`src/rtl/dram_pkg.sv`:
```
package dram_pkg;

    typedef enum logic [2:0] {
        ST_IDLE,
        ST_ROW,
        ST_COL,
        ST_PRE,
        ST_RCAS,
        ST_RRAS
    } dram_st_e;

    function automatic int imax(input int a, input int b);
        return (a > b) ? a : b;
    endfunction

endpackage

```
`src/rtl/dram_ref_timer.sv`:
```
module dram_ref_timer #(
    parameter int INTERVAL = 1560,
    parameter int PEND_W   = 3
) (
    input  logic clk,
    input  logic rst_n,
    input  logic ack_i,
    output logic pend_o
);
    localparam int TW = $clog2(INTERVAL + 1);
    localparam logic [PEND_W-1:0] PEND_MAX = '1;

    typedef struct packed {
        logic [TW-1:0]     tmr;
        logic [PEND_W-1:0] pend;
    } tmr_t;

    tmr_t s_d, s_q;
    logic tick;

    always_comb begin
        s_d  = s_q;
        tick = (s_q.tmr == TW'(INTERVAL - 1));
        s_d.tmr = tick ? '0 : s_q.tmr + 1'b1;
        if (tick && !ack_i)
            s_d.pend = s_q.pend + 1'b1;
        else if (!tick && ack_i)
            s_d.pend = s_q.pend - 1'b1;
    end

    always_ff @(posedge clk or negedge rst_n) begin
        if (!rst_n) s_q <= '0;
        else        s_q <= s_d;
    end

    assign pend_o = (s_q.pend != '0);

    assert_pend_no_overflow_R9: assert property (@(posedge clk) disable iff (!rst_n)
        (tick && !ack_i) |-> (s_q.pend != PEND_MAX));

    assert_ack_only_pending_R9: assert property (@(posedge clk) disable iff (!rst_n)
        ack_i |-> pend_o);

endmodule

```
`src/rtl/dram_cas_lanes.sv`:
```
module dram_cas_lanes #(
    parameter int LANES = 4
) (
    input  logic             clk,
    input  logic             rst_n,
    input  logic             act_d,
    input  logic [LANES-1:0] mask_d,
    output logic [LANES-1:0] cas_n_o
);
    logic [LANES-1:0] cas_n_d, cas_n_q;

    for (genvar g = 0; g < LANES; g++) begin : g_lane
        always_comb cas_n_d[g] = !(act_d && mask_d[g]);

        always_ff @(posedge clk or negedge rst_n) begin
            if (!rst_n) cas_n_q[g] <= 1'b1;
            else        cas_n_q[g] <= cas_n_d[g];
        end
    end

    assign cas_n_o = cas_n_q;

endmodule

```
`src/rtl/dram_fpm_ctrl.sv`:
```
module dram_fpm_ctrl
    import dram_pkg::*;
#(
    parameter int MUX_W        = 10,
    parameter int LANES        = 4,
    parameter int LANE_W       = 9,
    parameter int T_RCD        = 2,
    parameter int T_CAC        = 2,
    parameter int T_RAC        = 6,
    parameter int T_RAS        = 6,
    parameter int T_RP         = 4,
    parameter int T_RC         = 11,
    parameter int T_CSR        = 1,
    parameter int T_CHR        = 2,
    parameter int REF_INTERVAL = 1560
) (
    input  logic                      clk,
    input  logic                      rst_n,
    input  logic                      req_valid,
    output logic                      req_ready,
    input  logic                      req_write,
    input  logic [2*MUX_W-1:0]        req_addr,
    input  logic [LANES*LANE_W-1:0]   req_wdata,
    input  logic [LANES-1:0]          req_be,
    output logic                      rd_valid,
    output logic [LANES*LANE_W-1:0]   rd_data,
    output logic [MUX_W-1:0]          dram_addr,
    output logic                      dram_ras_data_n,
    output logic                      dram_ras_par_n,
    output logic [LANES-1:0]          dram_cas_n,
    output logic                      dram_we_n,
    output logic [LANES*LANE_W-1:0]   dram_dq_out,
    output logic                      dram_dq_oe,
    input  logic [LANES*LANE_W-1:0]   dram_dq_in
);
    localparam int DATA_W   = LANES * LANE_W;
    // column phase long enough for CAS width, RAS access time and RAS width
    localparam int CAS_HOLD = imax(imax(T_CAC, T_RAC - T_RCD), T_RAS - T_RCD);
    localparam int PRE_ACC  = imax(T_RP, T_RC - T_RCD - CAS_HOLD);
    localparam int REF_LOW  = imax(T_RAS, T_CHR);
    localparam int PRE_REF  = imax(T_RP, T_RC - T_CSR - REF_LOW);
    localparam int CNT_MAX  = imax(imax(T_RCD, CAS_HOLD), imax(imax(PRE_ACC, PRE_REF), imax(REF_LOW, T_CSR)));
    localparam int CNT_W    = $clog2(CNT_MAX + 1);
    localparam int LOW_W    = $clog2(T_RAS + 2);

    typedef struct packed {
        dram_st_e          st;
        logic [CNT_W-1:0]  cnt;
        logic              ras_d_n;
        logic              ras_p_n;
        logic              we_n;
        logic              oe;
        logic              cas_act;
        logic [LANES-1:0]  mask;
        logic [MUX_W-1:0]  addr;
        logic [MUX_W-1:0]  col;
        logic [DATA_W-1:0] dq;
        logic [DATA_W-1:0] rdata;
        logic              rvalid;
    } ctl_t;

    ctl_t s_d, s_q;
    logic ref_pend, ref_ack;

    dram_ref_timer #(
        .INTERVAL (REF_INTERVAL),
        .PEND_W   (3)
    ) u_ref (
        .clk    (clk),
        .rst_n  (rst_n),
        .ack_i  (ref_ack),
        .pend_o (ref_pend)
    );

    dram_cas_lanes #(
        .LANES (LANES)
    ) u_cas (
        .clk     (clk),
        .rst_n   (rst_n),
        .act_d   (s_d.cas_act),
        .mask_d  (s_d.mask),
        .cas_n_o (dram_cas_n)
    );

    always_comb begin
        s_d        = s_q;
        s_d.rvalid = 1'b0;
        ref_ack    = 1'b0;
        case (s_q.st)
            ST_IDLE: begin
                if (ref_pend) begin
                    ref_ack     = 1'b1;
                    s_d.st      = ST_RCAS;
                    s_d.cas_act = 1'b1;
                    s_d.mask    = '1;
                    s_d.we_n    = 1'b1;
                    s_d.cnt     = CNT_W'(T_CSR - 1);
                end else if (req_valid) begin
                    s_d.st      = ST_ROW;
                    s_d.ras_d_n = 1'b0;
                    s_d.ras_p_n = 1'b0;
                    s_d.addr    = req_addr[2*MUX_W-1:MUX_W];
                    s_d.col     = req_addr[MUX_W-1:0];
                    s_d.we_n    = !req_write;
                    s_d.oe      = req_write;
                    s_d.dq      = req_wdata;
                    s_d.mask    = req_write ? req_be : '1;
                    s_d.cnt     = CNT_W'(T_RCD - 1);
                end
            end
            ST_ROW: begin
                if (s_q.cnt == '0) begin
                    s_d.st      = ST_COL;
                    s_d.addr    = s_q.col;
                    s_d.cas_act = 1'b1;
                    s_d.cnt     = CNT_W'(CAS_HOLD - 1);
                end else begin
                    s_d.cnt = s_q.cnt - 1'b1;
                end
            end
            ST_COL: begin
                if (s_q.cnt == '0) begin
                    s_d.st      = ST_PRE;
                    s_d.ras_d_n = 1'b1;
                    s_d.ras_p_n = 1'b1;
                    s_d.cas_act = 1'b0;
                    s_d.we_n    = 1'b1;
                    s_d.oe      = 1'b0;
                    s_d.cnt     = CNT_W'(PRE_ACC - 1);
                    if (s_q.we_n) begin
                        s_d.rvalid = 1'b1;
                        s_d.rdata  = dram_dq_in;
                    end
                end else begin
                    s_d.cnt = s_q.cnt - 1'b1;
                end
            end
            ST_RCAS: begin
                if (s_q.cnt == '0) begin
                    s_d.st      = ST_RRAS;
                    s_d.ras_d_n = 1'b0;
                    s_d.ras_p_n = 1'b0;
                    s_d.cnt     = CNT_W'(REF_LOW - 1);
                end else begin
                    s_d.cnt = s_q.cnt - 1'b1;
                end
            end
            ST_RRAS: begin
                if (s_q.cnt == '0) begin
                    s_d.st      = ST_PRE;
                    s_d.ras_d_n = 1'b1;
                    s_d.ras_p_n = 1'b1;
                    s_d.cas_act = 1'b0;
                    s_d.cnt     = CNT_W'(PRE_REF - 1);
                end else begin
                    s_d.cnt = s_q.cnt - 1'b1;
                end
            end
            ST_PRE: begin
                if (s_q.cnt == '0) s_d.st = ST_IDLE;
                else               s_d.cnt = s_q.cnt - 1'b1;
            end
            default: s_d.st = ST_IDLE;
        endcase
    end

    always_ff @(posedge clk or negedge rst_n) begin
        if (!rst_n) begin
            s_q         <= '0;
            s_q.st      <= ST_IDLE;
            s_q.ras_d_n <= 1'b1;
            s_q.ras_p_n <= 1'b1;
            s_q.we_n    <= 1'b1;
        end else begin
            s_q <= s_d;
        end
    end

    assign req_ready       = (s_q.st == ST_IDLE) && !ref_pend;
    assign rd_valid        = s_q.rvalid;
    assign rd_data         = s_q.rdata;
    assign dram_addr       = s_q.addr;
    assign dram_ras_data_n = s_q.ras_d_n;
    assign dram_ras_par_n  = s_q.ras_p_n;
    assign dram_we_n       = s_q.we_n;
    assign dram_dq_out     = s_q.dq;
    assign dram_dq_oe      = s_q.oe;

    // ---- checks ----
    logic [LOW_W-1:0] ras_low_q;
    always_ff @(posedge clk or negedge rst_n) begin
        if (!rst_n)                ras_low_q <= '0;
        else if (dram_ras_data_n)  ras_low_q <= '0;
        else if (ras_low_q != '1)  ras_low_q <= ras_low_q + 1'b1;
    end

    assert_ras_pair_R3: assert property (@(posedge clk) disable iff (!rst_n)
        dram_ras_data_n == dram_ras_par_n);

    assert_early_write_R4: assert property (@(posedge clk) disable iff (!rst_n)
        (!(&dram_cas_n) && $past(&dram_cas_n) && dram_dq_oe) |-> !dram_we_n);

    assert_ras_min_low_R6: assert property (@(posedge clk) disable iff (!rst_n)
        $rose(dram_ras_data_n) |-> (ras_low_q >= LOW_W'(T_RAS)));

    assert_cbr_we_high_R8: assert property (@(posedge clk) disable iff (!rst_n)
        ($fell(dram_ras_data_n) && (dram_cas_n == '0) && $past(dram_cas_n == '0)) |-> (dram_we_n && !dram_dq_oe));

    assert_ready_idle_R10: assert property (@(posedge clk) disable iff (!rst_n)
        req_ready |-> (dram_ras_data_n && (&dram_cas_n) && dram_we_n));

endmodule

```
`config.mk`:
```
export PLATFORM = sky130hd
export DESIGN_NAME = dram_fpm_ctrl
export DESIGN_NICKNAME = d
export VERILOG_FILES = /design/src/rtl/dram_pkg.sv /design/src/rtl/dram_ref_timer.sv /design/src/rtl/dram_cas_lanes.sv /design/src/rtl/dram_fpm_ctrl.sv
export SDC_FILE = /design/constraint.sdc
export NUM_CORES = 1
export LEC_CHECK = 0
export BUFFER_PORTS_ARGS = -buffer_cell sky130_fd_sc_hd__clkbuf_2
export CAP_MARGIN = 30
export CELL_PAD_IN_SITES_DETAIL_PLACEMENT = 1
export CELL_PAD_IN_SITES_GLOBAL_PLACEMENT = 1
export CORE_ASPECT_RATIO = 0.5
export CORE_MARGIN = 2
export CORE_UTILIZATION = 36
export CTS_CLUSTER_SIZE = 28
export DETAILED_ROUTE_END_ITERATION = 12
export PLACE_DENSITY_LB_ADDON = 0.1
export SYNTH_ARGS = -nofsm -noshare
export SYNTH_HDL_FRONTEND = slang
export SYNTH_HIERARCHICAL = 1
export SYNTH_SLANG_ARGS = --single-unit
```
`constraint.sdc`:
```
create_clock -name clk -period 2.2 [get_ports clk]
set_clock_uncertainty 0.05 [all_clocks]
set_input_delay 0.44 -clock clk [delete_from_list [all_inputs] [get_ports clk]]
set_output_delay 0.44 -clock clk [all_outputs]
set_load 0.005 [all_outputs]
```
Word-level counts from Yosys, hierarchy flattened

Index checks and enable logic that the tools add are counted.

Output and inout port bits: 92
Register bits: 126
Bits of input ports: 100
Word-level logic and storage cells: 112

Mux-type cells: 39
Bitwise operators: 1
Add/subtract/negate cells: 4
Equal/unequal tests: 16
Reductions and logical operators: 33

Operators with widths:

| cell                  | count |
|---|---|
| $mux 60               | 1 |
| $mux 56               | 1 |
| $mux 3                | 10 |
| $pmux 3 s5            | 2 |
| $mux 10               | 2 |
| $pmux 10 s2           | 1 |
| $ne 2x2->1 const B    | 8 |
| $mux 4                | 3 |
| $reduce_and 3->1      | 4 |
| $add 11x1->11 const B | 1 |
| $eq 11x11->1 const B  | 1 |
| $mux 11               | 1 |
| $mux 1                | 10 |
| $logic_not 1->1       | 8 |
| $pmux 2 s4            | 1 |
| $reduce_and 4->1      | 2 |
| $logic_and 1x1->1     | 7 |
| $eq 3x2->1 const B    | 2 |
| $eq 3x3->1 const B    | 2 |
| $logic_not 3->1       | 2 |
| $mux 2                | 3 |
| $mux 6                | 1 |
| $reduce_and 6->1      | 1 |
| $reduce_bool 2->1     | 3 |
| 14 further kinds      | 16 |

Longest topological paths before layout

Depth after elaboration: 6
Depth in mapped cells: 10
Mapped depth without buffers: 10

Modules after synthesis

The synthesis kept the hierarchy.

Modules (own cells, without submodules):

| module         | cells each | area an instance (µm²) | seq. area each (µm²) | instances |
|---|---|---|---|---|
| dram_fpm_ctrl  | 403        | 5192.5                 | 2680.1               | 1 |
| dram_ref_timer | 58         | 680.7                  | 350.3                | 1 |
| dram_cas_lanes | 8          | 120.1                  | 105.1                | 1 |

Worst setup path before layout

No wires, ideal clock.

Path type: register to register
From: register u_ref/s_q[9] (netlist bit)
To: register u_ref/s_q[2] (netlist bit)
Path buffers: 0
Slack: -0.173 ns
Setup time: 0.079 ns
Arrival time: 2.244 ns
Clock period less this slack: 2.373 ns
Cell stages (with the launch flop): 9
Cells stage by stage: dfrtp_1 -> or4b_4 -> nor4_4 -> ha_1 -> inv_1 -> fa_1 -> xor2_1 -> nor2_1 -> xor2_1

Longest elaborated chain between the ends: 4

RTL lines:

| element                            | RTL line             | RTL |
|---|---|---|
| start: declaration                 | dram_ref_timer.sv:18 | `tmr_t s_d, s_q;` |
| start signal: assignment           | dram_ref_timer.sv:32 | `if (!rst_n) s_q <= '0;` |
| start signal: assignment           | dram_ref_timer.sv:33 | `else s_q <= s_d;` |
| $eq 11x11->1 (*)                   | dram_ref_timer.sv:23 | `tick = (s_q.tmr == TW'(INTERVAL - 1));` |
| $logic_not 1->1                    | dram_ref_timer.sv:27 | `else if (!tick && ack_i)` |
| $logic_and 1x1->1                  | dram_ref_timer.sv:27 |  |
| $reduce_bool 2->1 (no source line) | --                   |  |

Mark *: on every way between the ends. The rest lies on a longest branch, timed or not.
A chain may end at the register's enable or synchronous reset.

Worst setup path after layout

From: register u_ref/s_q[8] (netlist bit)
To: register u_ref/s_q[2] (netlist bit)

The elaborated chain is that of the path after synthesis.

==> metrics <==
Clock Latency Late Sink 410 ps; final worst slack -45.05 ps; asr flop ratio synth 100.0%; crit path max fanout 2; Crit. End Element flip-flop; share of power burned in registers 37.8%; Layout Utilization 45.12%; row cnt 33; CP cell instances or4b_4 > nor4_4 > ha_2 > inv_2 > fa_2 > xor2_1 > nor2_1 > xor2_1; hold_sp dram_dq_in[6]; Clock Tree Buf Depth 2; failing checks negative setup slack; clock slew at reported path FFs 60 ps; status finished with violations; I/O pin count 192; vias in the first global route 3948; GRT Total Usage 15.91%; min Tclk post-route 2245 ps; Clock power frac 27.8%; total CTS buffers 17; register bit total from synthesis 125; RR Startpoint u_ref/s_q[8]; Avg Cell Area, Syn 12.78 um^2; Post-Synthesis Cells 469; Fin. Hold Viols 0; Design Area, Final 0.007377 mm^2; TritonCTS clock tree yes; Hold Path End rd_data[6]; crit path DAT 2520 ps; final wirelength 13.71 mm; Reg2Reg Capture Point u_ref/s_q[2]; register area share after synthesis 52.32%; Setup crit start u_ref/s_q[8]; largest net degree at the start of global routing 48; final cycle utilization of the critical path 102.0%; CTS H-tree depth 4; Logic pwr share 34.4%; Reg2Reg Setup Slack -50 ps; Post-synth EDFFs 0; Max-cap violations 0; fin. max-slew vios 0; port buffer count 191; Ys Warns 6; DRT Pass-1 Iters 4; Pleak 0.003670 uW; initial antenna violation count 0; Max Clock Freq 0.4454 GHz; max_slew headroom 63.80%; WL/cell 16.14 um; Core Area 0.01635 mm^2; Routed Antenna Nets 0; CP max stage delay 560 ps; Slowest cell on crit path or4b_4; unrepaired setup endpoints after global routing yes; Layout area overhead 23.09%; crit path kind reg -> reg; syn_nets 574; Worst Max-Slew Pin Slew 543.0 ps; # diodes 0; # setup viols final 2; placed inst area 0.006729 mm^2; Worst Reg-to-Reg Cells 8; via count 3866; # nets final 714; first-pass GRT wire length 21.61 mm; area of the die 0.01776 mm^2; most frequent CP cell xor2_1; CTS sink count 125; Hold Slack 205.7 ps; Pwr per Cell Area 1384 mW/mm^2; CP required 2480 ps; switch share 30.96%; worst hold path type in -> reg; Via density 4.554; pre-CTS setup slack -124.4 ps; Internal 7047 uW; RePlAce Congestion 0.7755; Startpoint Class flip-flop; Root Buffer clkbuf_16; total gr overflow 0; hold path depth 2; Net Switching 3160 uW; DP HPWL 9.953 mm; DRC Markers 0; ratio of cells with drive above 1 in the final layout 57.72%; initial core utilization 36.65%; peak supply drop 0.6455 mV; Die Height 95.24 um; initial DRC count 115; main flop type after synthesis dfrtp_1; cell area after synthesis 0.005993 mm^2; Die Width 186.5 um; post-synth cell types 52
## state kept, by name, summed over array words and instances, names as in the netlist
signal,cells
rd_data,36
dram_dq_oe,1
dram_we_n,1
dram_dq_out,36
dram_addr,10
u_ref/s_q,14
u_cas/cas_n_o,4
dram_ras_par_n,1
rd_valid,1
s_q,21
## what timing repair did
item / CTS / global route
hold endpoints to repair: 31 / 0
resized for setup: 4 / 3
buffers inserted: 2 / 1
hold buffers: 1 / 0
endpoints found under the setup margin: 2 / 11
pin swaps: 0 / 1
## Yosys cell counts, drive strengths merged (2+ instances only)
cell	count	area, um^2
nor3	5	47.54
inv	11	41.29
nor2	13	51.30
nor4	3	33.78
xnor2	4	35.03
o21ai	21	105.1
nor2b	3	18.77
nand2b	2	20.02
nand2	20	77.58
buf	95	733.2
mux2	86	1100
nand4	4	25.02
clkbuf	5	18.77
a21oi	14	70.07
xor2	6	52.55
a31oi	3	18.77
dfrtp	119	2978
nand3	8	52.55
and3	11	68.82
dfstp	6	157.7
ha	4	50.05
o22a	4	35.03
or3	2	12.51
## cell families after synthesis
group / Yosys count / share of synthesized area, %
flops: 125 / 52.32
mux: 87 / 18.52
buf+inv: 111 / 13.24
simple gates: 78 / 7.829
xor+xnor: 10 / 1.461
compound gates: 53 / 5.470
fa+ha+maj: 5 / 1.169
## power groups by stage
stage          registers (uW)  clock network [uW]  logic, uW
6_report                 3860                2830       3510
5_1_grt                  4000                3020       3890
3_5_place_dp             3900                   0       3580
3_3_place_gp             3850                   0       3530
4_1_cts                  3870                2920       3590
2_1_floorplan            3770                   0       3200
## worst max-delay path: cells and delay by family (launching register included)
kind | cells | cell delay [ps]
XOR/XNOR | 2 | 310
adder cells (fa/ha/maj) | 2 | 550
buffers and inverters | 1 | 40
flip-flops | 1 | 370
AND/OR/NAND/NOR | 3 | 850
## stage by stage
step                      std cells  power (uW)  TNS [ps]
after global routing            849       10910    -326.2
after detailed placement        813        7482    -178.8
after floorplan                 469        6963    -314.4
after CTS                       848       10390    -117.9
final                           849       10210    -53.87
after global placement          813        7383    -99.71
## worst max-delay path by stage
| stage | end | slack [ps] | depth (start not counted) |
|---|---|---|---|
| floorplan | u_ref/s_q[2] | -170 | 8 |
| global placement | u_ref/s_q[2] | -80 | 8 |
| detailed placement | u_ref/s_q[2] | -120 | 8 |
| CTS | u_ref/s_q[2] | -80 | 8 |
| global route | u_ref/s_q[2] | -200 | 8 |
| finish | u_ref/s_q[2] | -50 | 8 |
## placed cells by master, fill, tap and decap left out, types with 3 or more instances in the layout
master        n
xnor2_1       4
ha_1          3
mux2_4       36
dfrtp_1     118
dfstp_2       6
clkbuf_16    17
nor3_1        3
inv_1        10
clkbuf_2    190
nand3_1       6
buf_12        4
buf_4        25
and3_1       11
o22a_1        4
clkinvlp_4    3
a31oi_1       3
clkinv_4      3
nand4_1       4
nand2_1      19
inv_6         5
a21oi_1      14
nor2b_1       3
nor2_1       12
mux2_2       50
o21ai_0      21
xor2_1        6
## layout make-up
cell class	instances	area, um^2
clock inverters	14	157.7
fillers	1802	8974
flip-flops and latches	125	3137
well taps	227	284.0
multi-input cells	233	2078
clock buffers	18	439.2
inverters	11	41.29
repair buffers	221	1240
## layer usage
metal	track usage, %	vias up	routed length (um)
li1	-	1823	-
met1	20.55	1942	6287
met2	26.80	91	6711
met3	4.490	10	606
met4	3.968	0	102
met5	0	-	0
Power figures use the tool's default switching activity.
